<file path="src/rtl/pit_pkg.sv">
package pit_pkg;

    localparam int CNT_W  = 16;
    localparam int SPAN_W = CNT_W + 1;

    typedef enum logic [2:0] {
        M_TERM     = 3'd0,
        M_ONESHOT  = 3'd1,
        M_RATE     = 3'd2,
        M_SQUARE   = 3'd3,
        M_SWSTROBE = 3'd4,
        M_HWSTROBE = 3'd5
    } pit_mode_e;

    typedef struct packed {
        pit_mode_e           mode;
        logic [SPAN_W-1:0]   period;
    } pit_cfg_t;

    // codes 6 and 7 fold onto the rate and square modes
    function automatic pit_mode_e fold_mode(input logic [2:0] code);
        if (code[2:1] == 2'b11)
            return pit_mode_e'({1'b0, code[1:0]});
        return pit_mode_e'(code);
    endfunction

    function automatic logic gate_retriggers(input pit_mode_e m);
        return (m == M_ONESHOT) || (m == M_RATE) ||
               (m == M_SQUARE)  || (m == M_HWSTROBE);
    endfunction

    function automatic logic [SPAN_W-1:0] widen_count(input logic [CNT_W-1:0] v);
        if (v == '0)
            return SPAN_W'(1) << CNT_W;
        return {1'b0, v};
    endfunction

    function automatic logic is_oneshot_family(input pit_mode_e m);
        return (m == M_TERM) || (m == M_ONESHOT) ||
               (m == M_SWSTROBE) || (m == M_HWSTROBE);
    endfunction

endpackage

</file>
<file path="src/rtl/pit_ctrl.sv">
module pit_ctrl
    import pit_pkg::*;
(
    input  logic               clk,
    input  logic               rst,
    input  logic               load_stb,
    input  logic [CNT_W-1:0]   load_val,
    input  logic [2:0]         mode_sel,
    input  logic               gate,
    output pit_cfg_t           cfg,
    output logic [SPAN_W-1:0]  seed_period,
    output logic               restart
);

    localparam logic [SPAN_W-1:0] FULL_SPAN = SPAN_W'(1) << CNT_W;

    logic gate_q;
    logic gate_rise;

    assign gate_rise   = gate & ~gate_q;
    assign restart     = load_stb | (gate_rise & gate_retriggers(cfg.mode));
    assign seed_period = load_stb ? widen_count(load_val) : cfg.period;

    always_ff @(posedge clk) begin
        if (rst) begin
            cfg.mode   <= M_SQUARE;
            cfg.period <= FULL_SPAN;
            gate_q     <= 1'b0;
        end else begin
            gate_q <= gate;
            if (load_stb) begin
                cfg.mode   <= fold_mode(mode_sel);
                cfg.period <= widen_count(load_val);
            end
        end
    end

    p_zero_load_r1: assert property (@(posedge clk) disable iff (rst)
        (load_stb && load_val == '0) |=> (cfg.period == FULL_SPAN));

    p_alias_fold_r10: assert property (@(posedge clk) disable iff (rst)
        (load_stb && mode_sel == 3'd6) |=> (cfg.mode == M_RATE));

    p_gate_ignored_r7: assert property (@(posedge clk) disable iff (rst)
        (!load_stb && (cfg.mode == M_TERM || cfg.mode == M_SWSTROBE)) |-> !restart);

endmodule

</file>
<file path="src/rtl/pit_oneshot_ctr.sv">
module pit_oneshot_ctr
    import pit_pkg::*;
(
    input  logic               clk,
    input  logic               rst,
    input  logic               restart,
    input  logic               tick,
    input  logic [SPAN_W-1:0]  seed_period,
    output logic [SPAN_W-1:0]  remain,
    output logic [CNT_W-1:0]   wrap_count,
    output logic               overrun
);

    // remain saturates at zero; wrap_count keeps falling modulo 2^CNT_W;
    // overrun marks that at least one tick passed beyond the terminal point
    always_ff @(posedge clk) begin
        if (rst) begin
            remain     <= SPAN_W'(1) << CNT_W;
            wrap_count <= '0;
            overrun    <= 1'b0;
        end else if (restart) begin
            remain     <= seed_period;
            wrap_count <= seed_period[CNT_W-1:0];
            overrun    <= 1'b0;
        end else if (tick) begin
            wrap_count <= wrap_count - 1'b1;
            if (remain != '0)
                remain <= remain - 1'b1;
            else
                overrun <= 1'b1;
        end
    end

    p_hold_zero_r2: assert property (@(posedge clk) disable iff (rst)
        (!restart && remain == '0) |=> (remain == '0));

    p_overrun_after_zero_r6: assert property (@(posedge clk) disable iff (rst)
        overrun |-> (remain == '0));

    p_stall_r11: assert property (@(posedge clk) disable iff (rst)
        (!restart && !tick) |=> $stable(wrap_count));

endmodule

</file>
<file path="src/rtl/pit_period_ctr.sv">
module pit_period_ctr
    import pit_pkg::*;
(
    input  logic               clk,
    input  logic               rst,
    input  logic               restart,
    input  logic               tick,
    input  logic [SPAN_W-1:0]  period,
    output logic [SPAN_W-1:0]  phase,
    output logic               started
);

    logic [SPAN_W-1:0] phase_inc;

    assign phase_inc = phase + 1'b1;

    always_ff @(posedge clk) begin
        if (rst || restart) begin
            phase   <= '0;
            started <= 1'b0;
        end else if (tick) begin
            started <= 1'b1;
            phase   <= (phase_inc == period) ? '0 : phase_inc;
        end
    end

    p_phase_bound_r5: assert property (@(posedge clk) disable iff (rst)
        phase < period);

endmodule

</file>
<file path="src/rtl/pit_channel.sv">
module pit_channel
    import pit_pkg::*;
(
    input  logic         clk,
    input  logic         rst,
    input  logic         tick_en,
    input  logic         load_stb,
    input  logic [15:0]  load_val,
    input  logic [2:0]   mode_sel,
    input  logic         gate,
    output logic         irq_out,
    output logic [15:0]  count_out
);

    localparam int DBL_W = SPAN_W + 1;

    pit_cfg_t           cfg;
    logic [SPAN_W-1:0]  seed_period;
    logic               restart;
    logic [SPAN_W-1:0]  remain;
    logic [CNT_W-1:0]   wrap_count;
    logic               overrun;
    logic [SPAN_W-1:0]  phase;
    logic               started;

    logic [DBL_W-1:0]   half_period;
    logic [DBL_W-1:0]   dbl_phase;
    logic [DBL_W-1:0]   dbl_mod;
    logic [SPAN_W-1:0]  rate_left;
    logic [DBL_W-1:0]   square_left;

    pit_ctrl u_ctrl (
        .clk         (clk),
        .rst         (rst),
        .load_stb    (load_stb),
        .load_val    (load_val),
        .mode_sel    (mode_sel),
        .gate        (gate),
        .cfg         (cfg),
        .seed_period (seed_period),
        .restart     (restart)
    );

    pit_oneshot_ctr u_oneshot (
        .clk         (clk),
        .rst         (rst),
        .restart     (restart),
        .tick        (tick_en),
        .seed_period (seed_period),
        .remain      (remain),
        .wrap_count  (wrap_count),
        .overrun     (overrun)
    );

    pit_period_ctr u_period (
        .clk     (clk),
        .rst     (rst),
        .restart (restart),
        .tick    (tick_en),
        .period  (cfg.period),
        .phase   (phase),
        .started (started)
    );

    // square wave: high for the first (N+1)/2 phases; count falls by two
    assign half_period = ({1'b0, cfg.period} + 1'b1) >> 1;
    assign dbl_phase   = {phase, 1'b0};
    assign dbl_mod     = (dbl_phase >= {1'b0, cfg.period}) ?
                         dbl_phase - {1'b0, cfg.period} : dbl_phase;
    assign square_left = {1'b0, cfg.period} - dbl_mod;
    assign rate_left   = cfg.period - phase;

    always_comb begin
        unique case (cfg.mode)
            M_TERM:     irq_out = (remain == '0);
            M_ONESHOT:  irq_out = (remain != '0);
            M_RATE:     irq_out = started && (phase == '0);
            M_SQUARE:   irq_out = ({1'b0, phase} < half_period);
            default:    irq_out = (remain == '0) && !overrun;
        endcase
    end

    always_comb begin
        if (is_oneshot_family(cfg.mode))
            count_out = wrap_count;
        else if (cfg.mode == M_RATE)
            count_out = rate_left[CNT_W-1:0];
        else
            count_out = square_left[CNT_W-1:0];
    end

    p_term_sticky_r2: assert property (@(posedge clk) disable iff (rst)
        (cfg.mode == M_TERM && irq_out && !restart) |=> irq_out);

    p_oneshot_falls_once_r3: assert property (@(posedge clk) disable iff (rst)
        (cfg.mode == M_ONESHOT && !irq_out && !restart) |=> !irq_out);

    p_rate_pulse_r4: assert property (@(posedge clk) disable iff (rst)
        (cfg.mode == M_RATE && irq_out && tick_en && !restart &&
         cfg.period > SPAN_W'(1)) |=> !irq_out);

    p_strobe_single_r6: assert property (@(posedge clk) disable iff (rst)
        ((cfg.mode == M_SWSTROBE || cfg.mode == M_HWSTROBE) &&
         irq_out && tick_en && !restart) |=> !irq_out);

endmodule

</file>
<file path="config.mk">
export PLATFORM = sky130hd
export DESIGN_NAME = pit_channel
export DESIGN_NICKNAME = d
export VERILOG_FILES = /design/src/rtl/pit_pkg.sv /design/src/rtl/pit_ctrl.sv /design/src/rtl/pit_oneshot_ctr.sv /design/src/rtl/pit_period_ctr.sv /design/src/rtl/pit_channel.sv
export SDC_FILE = /design/constraint.sdc
export NUM_CORES = 1
export LEC_CHECK = 0
export BUFFER_PORTS_ARGS = -buffer_cell sky130_fd_sc_hd__buf_2
export CAP_MARGIN = 20
export CELL_PAD_IN_SITES_DETAIL_PLACEMENT = 0
export CELL_PAD_IN_SITES_GLOBAL_PLACEMENT = 1
export CORE_ASPECT_RATIO = 2
export CORE_MARGIN = 2
export CORE_UTILIZATION = 46
export CTS_CLUSTER_DIAMETER = 120
export DETAILED_ROUTE_END_ITERATION = 6
export HOLD_SLACK_MARGIN = 0.08
export PLACE_DENSITY_LB_ADDON = 0.25
export SLEW_MARGIN = 20
export SYNTH_ARGS = -nofsm -noshare
export SYNTH_HDL_FRONTEND = slang
export SYNTH_SLANG_ARGS = --single-unit
</file>
<file path="constraint.sdc">
create_clock -name clk -period 7 [get_ports clk]
set_input_delay 0.7 -clock clk [delete_from_list [all_inputs] [get_ports clk]]
set_output_delay 0.7 -clock clk [all_outputs]
set_load 0.02 [all_outputs]
</file>
# == After elaboration in Yosys (flattened, before gate mapping) ==
# Cells that the tools add are included.
# totals
wordCells,71
inputBits,24
ff_bits,73
out_inout_bits,17
# classes
n_addsub,7
order_cmp,2
reduce_logical,20
n_eq_ne,7
n_mux,22
bitwise,5
# op_table
op,n
17-bit two-way mux,8
16-bit two-way mux,5
16-bit subtractor,3
17-bit logical NOT,2
"17-bit by 1-bit adder with 18-bit output, second input constant",1
18-bit by 17-bit >= comparator with 1-bit output,1
"17-bit by 1-bit adder with 17-bit output, second input constant",1
17-bit == test,1
17-bit < comparator,1
17-bit nonzero test,1
"17-bit by 1-bit subtractor with 17-bit output, second input constant",1
16-bit logical NOT,1
"16-bit by 1-bit subtractor with 16-bit output, second input constant",1
1-bit logical OR,7
"3-bit by 2-bit == test with 1-bit output, second input constant",2
"3-bit == test, second input constant",2
1-bit two-way mux,6
3-bit two-way mux,2
1-bit one-hot mux with 4 select lines,1
2-bit AND reduction,2
2-bit nonzero test,2
"3-bit by 1-bit == test with 1-bit output, second input constant",1
3-bit logical NOT,1
1-bit bitwise AND,2
other kinds (6),8

# == Longest topological paths before layout ==
# Gate-level depths: netlist of the first run.
# depth
ltp_word,8
depth_mapped,24

# == Cells and area by module ==
# From an unflattened synthesis of the first run, not the netlist that was laid out.
# hier_totals
hier_cells,839
area_unflattened_um2,6866.6
# by_module_without_submodules
mod,instances,cells_per_inst,area_per_inst_um2,seq_area_each_um2
pit_channel,1,389,2710.1,0.0
pit_oneshot_ctr,1,207,1866.8,680.7
pit_period_ctr,1,163,1363.8,360.3
pit_ctrl,1,80,925.9,420.4

# == Worst setup path before layout of the first run ==
# OpenSTA, ideal clock, no wires.
# synth_path
path_kind,reg2out
start,register u_ctrl.cfg[0] (netlist name)
end,output port count_out[15]
path_buffers,1
arrival_ns,5.044
path_stages_with_launch,22
setup_slack_ns,1.256
required_ns,6.300
path_cell_list,dfxtp_1 -> inv_1 -> fa_1 -> a211oi_1 -> o21ai_0 -> a21oi_1 -> a21oi_1 -> o211ai_1 -> clkbuf_1 -> nand3_1 -> a21oi_1 -> a21oi_1 -> ha_1 -> nor2b_1 -> o31ai_1 -> a211oi_1 -> nor3_1 -> a211oi_1 -> or4_1 -> o2111ai_1 -> xor2_1 -> mux2_2
# synth_via
elab_chain_cells,5
# synth_lines
item,line,rtl
16-bit subtractor / 18-bit by 17-bit >= comparator with 1-bit output (equally long branches),"pit_channel.sv:69, pit_channel.sv:68",
16-bit two-way mux,pit_channel.sv:68,"assign dbl_mod = (dbl_phase >= {1'b0, cfg.period}) ?"
16-bit subtractor,pit_channel.sv:70,"assign square_left = {1'b0, cfg.period} - dbl_mod;"
16-bit two-way mux (*),pit_channel.sv:86,else if (cfg.mode == M_RATE)
16-bit two-way mux (*),pit_channel.sv:84,if (is_oneshot_family(cfg.mode))
"end, declared",pit_channel.sv:12,output logic [15:0] count_out
# Every way passes the cells marked *; elsewhere a longest branch is shown, timed or not.

# == Final worst setup path of the first run ==
# layout_path
start,register u_ctrl.cfg[0] (netlist name)
end,output port count_out[15]
# layout_via
elab_chain_cells,5
# layout_lines
item,line
16-bit subtractor / 18-bit by 17-bit >= comparator with 1-bit output (equally long branches),"pit_channel.sv:69, pit_channel.sv:68"
16-bit two-way mux,pit_channel.sv:68
16-bit subtractor,pit_channel.sv:70
16-bit two-way mux (*),pit_channel.sv:86
16-bit two-way mux (*),pit_channel.sv:84
# Marked as above.

==> flow_metrics.env, run 1 <==
export IMPL_p_switching_mw=0.4938
export IMPL_area_growth_pct=12.52
export IMPL_place_ws_ns=0.5436
export IMPL_power_frac_seq=0.321
export IMPL_cp_data_required_time_ns=6.30
export IMPL_combPwrFrac=0.312
export IMPL_place_hpwl_um=17250
export IMPL_fillerInstances=1382
export IMPL_cts_sinks=73
export IMPL_overflow=0
export IMPL_ant_nets=0
export IMPL_ctsHoldBuffers=0
export IMPL_slew_headroom=0.3309
export IMPL_grt_antenna_before_repair=0
export IMPL_clk_latency_ns=0.34
export IMPL_synth_most_common_cell="nand2_1"
export IMPL_io_buffer_count=40
export IMPL_crit_arrival_ns=5.75
export IMPL_synthTopCellsByArea="dfxtp_1, ha_1, xnor2_1"
export IMPL_post_cts_setup_buffers=0
export IMPL_setup_viol=0
export IMPL_layout_setup_ws_ns=0.5510
export IMPL_yosys_area_share_simple=0.2557
export IMPL_synth_edf_count=0
export IMPL_syn_area_per_cell_um2=7.557
export IMPL_synth_xor_area_frac=0.1295
export IMPL_die_area_mm2=0.01498
export IMPL_synth_distinct_cells=68
export IMPL_num_io_pins=41
export IMPL_drcViolationCount=0
export IMPL_grt_pass1_wl_um=34240
export IMPL_cts_tree="built"
export IMPL_dpl_cell_count=1063
export IMPL_fin_crit_ns=6.449
export IMPL_nNetsFinal=964
export IMPL_synth_main_ff_cell="dfxtp_1"
export IMPL_drv_slew=0
export IMPL_hold_path_class="reg2reg"
export IMPL_netlist_area_leader_share=0.2275
export IMPL_drt_wl_total_um=21860
export IMPL_gp_congestion=1.056
export IMPL_crit_path_max_fanout=13
export IMPL_synth_adder_area_share=0.1095
export IMPL_slowest_stage="fa_1"
export IMPL_cts_made_buffers=9
export IMPL_setup_tns_ns=0
export IMPL_grt_setup_unrepaired="no"
export IMPL_core_area_mm2=0.01381
export IMPL_period_share=0.9213
export IMPL_placed_area_mm2=0.006873
export IMPL_cts_root_buffer="clkbuf_16"
export IMPL_worst_path_most_repeated_cell="o21ai_0"
export IMPL_yosys_area_top_type="dfxtp_1"
export IMPL_clkPwrFrac=0.367
export IMPL_min_path_cells=2
export IMPL_async_flop_share=0
export IMPL_max_stage_delay_ns=0.52
export IMPL_reg2regPathDepth=11
export IMPL_p_sw_frac=0.3362
export IMPL_syn_nets=929
export IMPL_clockBufferDepth=2
export IMPL_drtIter0Drc=529
export IMPL_die_w_um=87.56
export IMPL_tightestPinTransition_ns=0.9906
export IMPL_crit_path_cell_trace="inv_1 -> fa_1 -> a211oi_2 -> o21ai_0 -> a21oi_2 -> a21oi_1 -> o211ai_1 -> nand2_1 -> buf_4 -> o211ai_1 -> nand3_1 -> o21ai_0 -> ha_1 -> o21a_1 -> o21ai_0 -> a211oi_1 -> nor3_2 -> a211oi_1 -> or4_1 -> o2111ai_1 -> xor2_1 -> mux2_2 -> buf_2"
export IMPL_maxCapViolations=0
export IMPL_initial_core_util=0.4650
export IMPL_grt_max_degree=34
export IMPL_peakVddDrop_v=0.0001444
export IMPL_startpoint_type="register"
export IMPL_p_int_mw=0.9751
export IMPL_syn_inst=850
export IMPL_dr_pass1_iters=5
export IMPL_clk_pin_slew_ns=0.06
export IMPL_report_final_hold_viol_count=0
export IMPL_synth_seq_cells=73
export IMPL_crit_type="reg2out"
export IMPL_fmax_ghz=0.1551
export IMPL_antennaDiodeCount=0
export IMPL_power_density_mw_per_mm2=203.2
export IMPL_htreeDepth=3
export IMPL_grt_pass1_vias=6475
export IMPL_synth_compound_area_frac=0.1924
export IMPL_hold_ws_ns=0.4643
export IMPL_leakage_nw=2.981
export IMPL_vias=6517
export IMPL_synth_common_cells="nand2_1, dfxtp_1, xnor2_1"
export IMPL_die_height_um=171.1
export IMPL_cts_resized=0
export IMPL_wl_per_cell_um=20.27
export IMPL_final_cell_area_mm2=0.007228
export IMPL_netlist_area_mm2=0.006424
export IMPL_finalNonFillerCells=1078
export IMPL_endpoint_kind="output pin"
export IMPL_fin_skew_ns=0.009209
export IMPL_grt_usage=0.3026
export IMPL_synth_top_family_by_area="simple AND/OR/NAND/NOR gates"
export IMPL_synth_seq_area_share=0.2275
export IMPL_status="completed"
export IMPL_num_rows=61
export IMPL_vias_per_cell=6.045
export IMPL_drive_gt1_frac=0.1226
export IMPL_synth_mux_area_fraction=0.03311
export IMPL_yosysWarnings=0
registers in the layout, summed over array words and instances (netlist names):
| signal | cells |
|---|---|
| u_period.phase | 17 |
| u_period.started | 1 |
| u_oneshot.overrun | 1 |
| u_ctrl.cfg | 20 |
| u_oneshot.remain | 17 |
| u_ctrl.gate_q | 1 |
| u_oneshot.wrap_count | 16 |
through the flow:
| stage | utilization | power (mW) |
|---|---|---|
| detailed placement | 0.4975 | 0.9313 |
| global route | 0.5232 | 1.539 |
| CTS | 0.5222 | 1.477 |
| finish | 0.5232 | 1.469 |
| floorplan | - | 0.7974 |
| global placement | 0.4975 | 0.9263 |
area by class of cell:
class,instances,area (um^2),share of cell area
Sequential cell,73,1461,0.2022
Timing Repair Buffer,66,395.4,0.05470
Clock inverter,6,116.4,0.01610
Clock buffer,9,225.2,0.03116
Tap cell,189,236.5,0.03272
Inverter,39,146.4,0.02025
Multi-Input combinational cell,696,4647,0.6429
kinds of logic (layout without fill, tap and decap cells):
family,after synthesis,count (layout)
simple gates,332,332
flops,73,73
mux,20,20
buf+inv,81,120
compound gates,194,194
xor+xnor,95,95
fa+ha+maj,55,55
power groups by stage:
| stage | Combinational (mW) | Sequential, mW | Clock [mW] |
|---|---|---|---|
| 2_1_floorplan | 0.326 | 0.471 | 0 |
| 3_3_place_gp | 0.448 | 0.478 | 0 |
| 3_5_place_dp | 0.451 | 0.480 | 0 |
| 4_1_cts | 0.455 | 0.471 | 0.551 |
| 5_1_grt | 0.501 | 0.475 | 0.563 |
| 6_report | 0.459 | 0.471 | 0.539 |
worst max-delay path: cells and delay by family (launching register included):
family | cells | cell delay (ns)
xor+xnor | 1 | 0.10
simple gates | 4 | 1.08
mux | 1 | 0.28
buf+inv | 3 | 0.54
flops | 1 | 0.49
compound gates | 12 | 2.08
fa+ha+maj | 2 | 0.85
metal layers:
layer | share of wire | GRT usage | up-vias
li1 | - | - | 3103
met1 | 0.35 | 0.3067 | 3070
met2 | 0.52 | 0.5464 | 252
met3 | 0.043 | 0.04100 | 92
met4 | 0.086 | 0.2167 | 0
met5 | 0 | 0 | -
cell usage in the layout, fill, tap and decap left out, types with 3 or more instances in the layout:
cell / count
nand2_1: 91
xnor2_1: 73
dfxtp_1: 73
nor2_1: 72
a21oi_1: 64
ha_1: 53
nand3_1: 41
o21ai_0: 40
buf_2: 40
inv_1: 39
buf_4: 26
nor3_1: 24
xor2_1: 22
nand4_1: 16
nor4_1: 15
and2_1: 14
a21o_1: 13
or4_1: 10
mux2i_1: 10
mux2_2: 10
a22oi_1: 10
a211oi_1: 9
clkbuf_16: 9
nand2b_1: 8
nor2b_1: 8
and3_1: 7
o211ai_1: 7
or3_1: 7
a31oi_1: 7
o21a_1: 7
o21bai_1: 6
o41ai_1: 4
and4_1: 3
nand3b_1: 3
bufinv_16: 3
path summary, 6_finish.rpt:
path / start / to / slack (ns)
worst min register to register: u_oneshot.overrun / u_oneshot.overrun / 0.46
worst max register to register: u_period.phase[0] / u_period.phase[5] / 3.24
worst min-delay path: u_oneshot.overrun / u_oneshot.overrun / 0.46
worst max-delay path: u_ctrl.cfg[0] / count_out[15] / 0.55
(Power assumes the default switching activity.)
==> inputs of run 2 (changes only) <==
--- a/config.mk
+++ b/config.mk
@@ -11,11 +11,12 @@
 export CELL_PAD_IN_SITES_GLOBAL_PLACEMENT = 1
 export CORE_ASPECT_RATIO = 2
 export CORE_MARGIN = 2
-export CORE_UTILIZATION = 46
+export CORE_UTILIZATION = 43
+export CTS_BUF_LIST = sky130_fd_sc_hd__clkbuf_8
 export CTS_CLUSTER_DIAMETER = 120
 export DETAILED_ROUTE_END_ITERATION = 6
 export HOLD_SLACK_MARGIN = 0.08
-export PLACE_DENSITY_LB_ADDON = 0.25
+export PLACE_DENSITY = 0.87
 export SLEW_MARGIN = 20
 export SYNTH_ARGS = -nofsm -noshare
 export SYNTH_HDL_FRONTEND = slang
==> constraint.sdc (replaced) <==
create_clock -name clk -period 5.38 [get_ports clk]
set_input_delay 0.538 -clock clk [delete_from_list [all_inputs] [get_ports clk]]
set_output_delay 0.538 -clock clk [all_outputs]
set_load 0.02 [all_outputs]
==> flow_metrics.env, run 2 (synthesis results as in run 1) <==
export IMPL_status="complete, but fails checks"
export IMPL_violations="negative setup slack"
export IMPL_finalNonFillerCells=1142
export IMPL_htreeDepth=3
export IMPL_gp_congestion=0.9194
export IMPL_dpl_cell_count=1092
export IMPL_final_cell_mix="nand2_1, buf_4, xnor2_1"
export IMPL_vias=6749
export IMPL_slowest_stage="fa_2"
export IMPL_vias_per_cell=5.910
export IMPL_worst_path_buf_inv=4
export IMPL_grt_pass1_vias=6655
export IMPL_drtIter0Drc=565
export IMPL_drive_gt1_frac=0.2260
export IMPL_crit_type="reg2out"
export IMPL_endpoint_kind="output pin"
export IMPL_cts_root_buffer="clkbuf_8"
export IMPL_regMostFlops="u_ctrl.cfg"
export IMPL_layout_setup_ws_ns=-0.05916
export IMPL_cts_made_buffers=9
export IMPL_startpoint_type="register"
export IMPL_num_io_pins=41
export IMPL_crit_path_max_fanout=4
export IMPL_ant_nets=0
export IMPL_clockBufferDepth=2
export IMPL_overflow=0
export IMPL_die_w_um=90.43
export IMPL_largestRegisters="u_ctrl.cfg (20), u_oneshot.remain (17), u_period.phase (17)"
export IMPL_hold_path_class="in2reg"
export IMPL_final_common_cell="nand2_1"
export IMPL_clk_latency_ns=0.40
export IMPL_multi_input_area_mm2=0.004893
export IMPL_crit_path_cell_trace="inv_2 -> fa_2 -> a211oi_4 -> o21ai_2 -> a21oi_2 -> a21oi_1 -> o211ai_1 -> nand2_2 -> buf_4 -> a211oi_1 -> a21oi_1 -> ha_1 -> o21a_1 -> o31ai_4 -> a211oi_2 -> nor3_2 -> a211oi_2 -> buf_4 -> o211ai_1 -> o2111ai_2 -> xor2_1 -> mux2_4 -> buf_6"
export IMPL_die_height_um=176.9
export IMPL_maxCapViolations=0
export IMPL_cts_tree="built"
export IMPL_fmax_ghz=0.1839
export IMPL_period_share=1.011
export IMPL_drv_slew=0
export IMPL_tightestPinTransition_ns=0.9460
export IMPL_nNetsFinal=1021
export IMPL_leakage_nw=3.246
export IMPL_fin_skew_ns=0.01433
export IMPL_core_area_mm2=0.01474
export IMPL_fillerInstances=1448
export IMPL_antennaDiodeCount=0
export IMPL_io_buffer_count=40
export IMPL_die_area_mm2=0.01599
export IMPL_drcViolationCount=0
export IMPL_wl_per_cell_um=19.80
export IMPL_area_growth_pct=21.17
export IMPL_dr_pass1_iters=5
export IMPL_regArea_mm2=0.001466
export IMPL_power_mw=1.777
export IMPL_largest_reg_flops=20
export IMPL_grt_usage=0.2844
export IMPL_grt_max_degree=34
export IMPL_report_final_hold_viol_count=0
export IMPL_initial_core_util=0.4358
export IMPL_ctsHoldBuffers=0
export IMPL_cp_data_required_time_ns=4.84
export IMPL_peakVddDrop_v=0.0002287
export IMPL_drt_wl_total_um=22610
export IMPL_crit_arrival_ns=4.90
export IMPL_place_hpwl_um=17330
export IMPL_final_core_util=0.5281
export IMPL_setup_viol=1
export IMPL_num_rows=63
export IMPL_clk_pin_slew_ns=0.09
export IMPL_slew_headroom=0.3611
export IMPL_fin_crit_ns=5.439
export IMPL_grt_antenna_before_repair=0
export IMPL_hold_ws_ns=0.3718
export IMPL_max_stage_delay_ns=0.43
export IMPL_grt_setup_unrepaired="yes"
export IMPL_cts_sinks=73
export IMPL_grt_pass1_wl_um=35060
export IMPL_crit_family="compound AO/OA/AOI/OAI gates"
export IMPL_power_density_mw_per_mm2=228.3
[run 2: changes by cell type in the layout (fill, tap and decap cells not counted), sizes merged]
| cell | change |
|---|---|
| bufinv | -3 |
| clkinv | +3 |
| buf | +57 |
| clkbuf | +1 |
[run 2: final cells by class]
type,instances,area share
Multi-Input combinational cell,696,0.6287
Clock buffer,10,0.01768
Timing Repair Buffer,123,0.1098
Tap cell,195,0.03135
Sequential cell,73,0.1884
Inverter,39,0.01881
Clock inverter,6,0.005305
[run 2: metrics by stage]
step | setup WS (ns) | instance area, um^2 | TNS (ns)
6_report | -0.05916 | 7784 | -0.05916
5_1_grt | -0.1897 | 7784 | -0.6923
4_1_cts | 0.006822 | 7515 | 0
3_5_place_dp | 0.05864 | 7069 | 0
3_3_place_gp | 0.1490 | 7069 | 0
2_1_floorplan | 0.02723 | 6441 | 0
[run 2: worst reg2reg max path, cell delays in order, from the launching register on]
cell and delay [ns]:
dfxtp_1 0.39, buf_4 0.19, ha_1 0.34, and4_1 0.44, nand2_2 0.17, nor2_2 0.20
xnor2_1 0.07, or3_1 0.37, a2111oi_4 0.82, nand2b_4 0.33, or4_1 0.14, a21oi_1 0.06
[run 2: per-layer routing]
layer | GRT usage | vias up | routed length, um
li1 | - | 3217 | -
met1 | 0.2759 | 3129 | 7805
met2 | 0.5269 | 288 | 11830
met3 | 0.03876 | 115 | 885
met4 | 0.2353 | 0 | 2087
met5 | 0 | - | 0
[run 2: timing repair]
action | CTS | global route
pin swaps | 20 | 31
resized for setup | 27 | 46
endpoints found under the hold margin | 0 | 0
buffers inserted | 23 | 11
setup endpoints to repair | 6 | 7
[run 2: final timing paths]
check	start	cells after the start	to	slack, ns
setup / recovery	u_ctrl.cfg[1]	23	count_out[15]	-0.06
hold / removal	mode_sel[0]	3	u_ctrl.cfg[17]	0.37
setup reg to reg	u_period.phase[1]	11	u_period.phase[11]	1.74
hold reg to reg	u_oneshot.overrun	2	u_oneshot.overrun	0.48
[run 2: where the power goes]
part / switching, mW / leakage (nW) / internal [mW] / total [mW]
combinational: 0.404 / 2.55 / 0.330 / 0.735
sequential: 0.0318 / 0.602 / 0.573 / 0.605
clock: 0.256 / 0.0964 / 0.181 / 0.437
total: 0.692 / 3.25 / 1.08 / 1.78
==> inputs of run 3 (changes only) <==
--- a/config.mk
+++ b/config.mk
@@ -5,18 +5,19 @@
 export SDC_FILE = /design/constraint.sdc
 export NUM_CORES = 1
 export LEC_CHECK = 0
+export ABC_AREA = 1
 export BUFFER_PORTS_ARGS = -buffer_cell sky130_fd_sc_hd__buf_2
 export CAP_MARGIN = 20
 export CELL_PAD_IN_SITES_DETAIL_PLACEMENT = 0
 export CELL_PAD_IN_SITES_GLOBAL_PLACEMENT = 1
 export CORE_ASPECT_RATIO = 2
 export CORE_MARGIN = 2
-export CORE_UTILIZATION = 43
+export CORE_UTILIZATION = 41
 export CTS_BUF_LIST = sky130_fd_sc_hd__clkbuf_8
 export CTS_CLUSTER_DIAMETER = 120
 export DETAILED_ROUTE_END_ITERATION = 6
 export HOLD_SLACK_MARGIN = 0.08
-export PLACE_DENSITY = 0.87
+export PLACE_DENSITY = 0.86
 export SLEW_MARGIN = 20
 export SYNTH_ARGS = -nofsm -noshare
 export SYNTH_HDL_FRONTEND = slang
==> flow_metrics.env, run 3 <==
export IMPL_largest_reg_flops=20
export IMPL_num_io_pins=41
export IMPL_fin_crit_ns=4.987
export IMPL_clockBufferDepth=2
export IMPL_overflow=0
export IMPL_setup_viol=0
export IMPL_gp_congestion=0.9540
export IMPL_crit_type="reg2out"
export IMPL_hold_path_class="in2reg"
export IMPL_setup_tns_ns=0
export IMPL_die_area_mm2=0.01839
export IMPL_synth_xor_area_frac=0.06225
export IMPL_reg2regPathDepth=12
export IMPL_r2r_end="u_oneshot.remain[1]"
export IMPL_vias_per_cell=5.494
export IMPL_synth_adder_area_share=0.09938
export IMPL_maxCapViolations=0
export IMPL_r2r_start="u_oneshot.remain[0]"
export IMPL_syn_inst=1125
export IMPL_leakage_nw=3.593
export IMPL_die_height_um=189.8
export IMPL_syn_area_per_cell_um2=6.289
export IMPL_grt_antenna_before_repair=0
export IMPL_fmax_ghz=0.2005
export IMPL_synth_edf_count=0
export IMPL_syn_nets=1204
export IMPL_power_mw=1.806
export IMPL_power_density_mw_per_mm2=229.0
export IMPL_yosys_area_top_type="dfxtp_1"
export IMPL_r2r_setup_slack_ns=2.60
export IMPL_initial_core_util=0.4137
export IMPL_ant_nets=0
export IMPL_fin_skew_ns=0.01492
export IMPL_endpoint_kind="output pin"
export IMPL_drv_slew=0
export IMPL_clk_pin_slew_ns=0.08
export IMPL_cts_sinks=73
export IMPL_regMostFlops="u_ctrl.cfg"
export IMPL_final_common_cell="nand2_1"
export IMPL_crit_path_max_fanout=12
export IMPL_synth_most_common_cell="nand2_1"
export IMPL_netlist_area_leader_share=0.2065
export IMPL_worstSetupEndpoint="count_out[10]"
export IMPL_dr_pass1_iters=5
export IMPL_netlist_area_mm2=0.007076
export IMPL_final_cell_mix="nand2_1, inv_1, nor2_1"
export IMPL_drcViolationCount=0
export IMPL_area_growth_pct=11.48
export IMPL_hold_ws_ns=0.3894
export IMPL_yosysWarnings=0
export IMPL_drtIter0Drc=455
export IMPL_tightestPinTransition_ns=1.034
export IMPL_synth_seq_cells=73
export IMPL_die_w_um=96.89
export IMPL_wl_per_cell_um=16.80
export IMPL_grt_usage=0.2519
export IMPL_drt_wl_total_um=23320
export IMPL_slew_headroom=0.3101
export IMPL_period_share=0.9270
export IMPL_num_rows=68
export IMPL_cts_tree="built"
export IMPL_clk_latency_ns=0.37
export IMPL_drive_gt1_frac=0.1435
export IMPL_startpoint_type="register"
export IMPL_place_hpwl_um=18010
export IMPL_crit_arrival_ns=4.45
export IMPL_dpl_cell_count=1368
export IMPL_final_core_util=0.4612
export IMPL_antennaDiodeCount=0
export IMPL_core_area_mm2=0.01710
export IMPL_nNetsFinal=1252
export IMPL_synthTopCellsByArea="dfxtp_1, nand2_1, ha_1"
export IMPL_async_flop_share=0
export IMPL_cp_data_required_time_ns=4.84
export IMPL_synth_common_cells="nand2_1, inv_1, nor2_1"
export IMPL_vias=7625
export IMPL_report_final_hold_viol_count=0
export IMPL_synth_distinct_cells=52
export IMPL_cts_made_buffers=9
export IMPL_grt_pass1_vias=7237
export IMPL_ctsHoldBuffers=0
export IMPL_largestRegisters="u_ctrl.cfg (20), u_oneshot.remain (17), u_period.phase (17)"
export IMPL_grt_setup_unrepaired="no"
export IMPL_synth_seq_area_share=0.2065
export IMPL_finalNonFillerCells=1388
export IMPL_cts_root_buffer="clkbuf_8"
export IMPL_status="completed"
export IMPL_grt_max_degree=40
export IMPL_synth_top_family_by_area="simple AND/OR/NAND/NOR gates"
export IMPL_htreeDepth=3
export IMPL_io_buffer_count=40
export IMPL_synth_main_ff_cell="dfxtp_1"
export IMPL_cp_startpoint="u_ctrl.cfg[9]"
export IMPL_grt_pass1_wl_um=37280
export IMPL_synth_compound_area_frac=0.1855
export IMPL_synth_mux_area_fraction=0
export IMPL_yosys_area_share_simple=0.3487
export IMPL_peakVddDrop_v=0.0001745
==> run 3: cell count changes after synthesis, moves of 12 or more <==
cell     previous run  this run
nand3_1            41        72
nand2_2             1        15
a31oi_1             8        22
nor2_1             72       110
nand2_1            91       260
o21ai_0            40        89
and2_1             14         2
inv_1              39       140
xnor2_1            73        12
==> run 3: per-layer routing <==
metal	GRT usage	vias up	routed length [um]
met5	0	-	0
met2	0.4362	256	11310
met1	0.3022	3485	9687
li1	-	3815	-
met4	0.1327	0	1200
met3	0.03159	69	1127
==> run 3: stage by stage <==
step / setup slack [ns] / instance area, um^2
6_report: 0.3926 / 7888
5_1_grt: 0.01484 / 7888
4_1_cts: 0.09968 / 7818
3_5_place_dp: 0.3031 / 7572
3_3_place_gp: 0.3631 / 7572
2_1_floorplan: 1.050 / 7076
==> run 3: area by class of cell <==
type                            instances  area, um^2
Multi-Input combinational cell        875        4951
Clock buffer                            9       123.9
Clock inverter                          7       118.9
Inverter                              147       555.5
Tap cell                              210       262.8
Timing Repair Buffer                   67       402.9
Fill cell                            1814        9214
Sequential cell                        73        1473
==> run 3: cell families after synthesis <==
family          after synthesis
xor+xnor                     47
fa+ha+maj                    55
buf+inv                     177
simple gates                543
flops                        73
compound gates              230
==> run 3: what timing repair did <==
item,CTS,global route
endpoints found under the setup margin,2,9
setup buffers,0,4
pin swaps,0,2
resized for setup,1,16
==> run 3: worst min-delay path by stage <==
stage,startpoint,endpoint,slack [ns],depth (start not counted)
3_3_place_gp,u_oneshot.overrun,u_oneshot.overrun,0.45,2
5_1_grt,mode_sel[0],u_ctrl.cfg[17],0.41,3
6_report,gate,u_ctrl.gate_q,0.39,3
3_5_place_dp,u_oneshot.overrun,u_oneshot.overrun,0.46,2
2_1_floorplan,u_oneshot.overrun,u_oneshot.overrun,0.44,2
4_1_cts,gate,u_ctrl.gate_q,0.38,3
==> run 3: report_power, final <==
group	switching, mW	total (mW)	internal, mW	leakage [nW]
sequential	0.0395	0.615	0.576	0.603
clock	0.249	0.558	0.309	0.121
combinational	0.409	0.633	0.224	2.87
total	0.697	1.81	1.11	3.59
==> run 3: critical path, stage by stage (launching register included) <==
cell      delay [ns]
dfxtp_1         0.42
inv_1           0.14
ha_1            0.38
a21o_1          0.23
a21oi_1         0.13
nand3_1         0.19
nand2_2         0.16
nand2_4         0.12
o211ai_1        0.17
o21ai_0         0.18
fa_1            0.45
nand2_1         0.10
nand2_1         0.06
nand2_1         0.05
nand2_1         0.07
a21oi_1         0.19
o21ai_0         0.15
a21boi_1        0.24
buf_4           0.15
or2_2           0.09
nand3_1         0.05
o21ai_0         0.12
buf_2           0.22
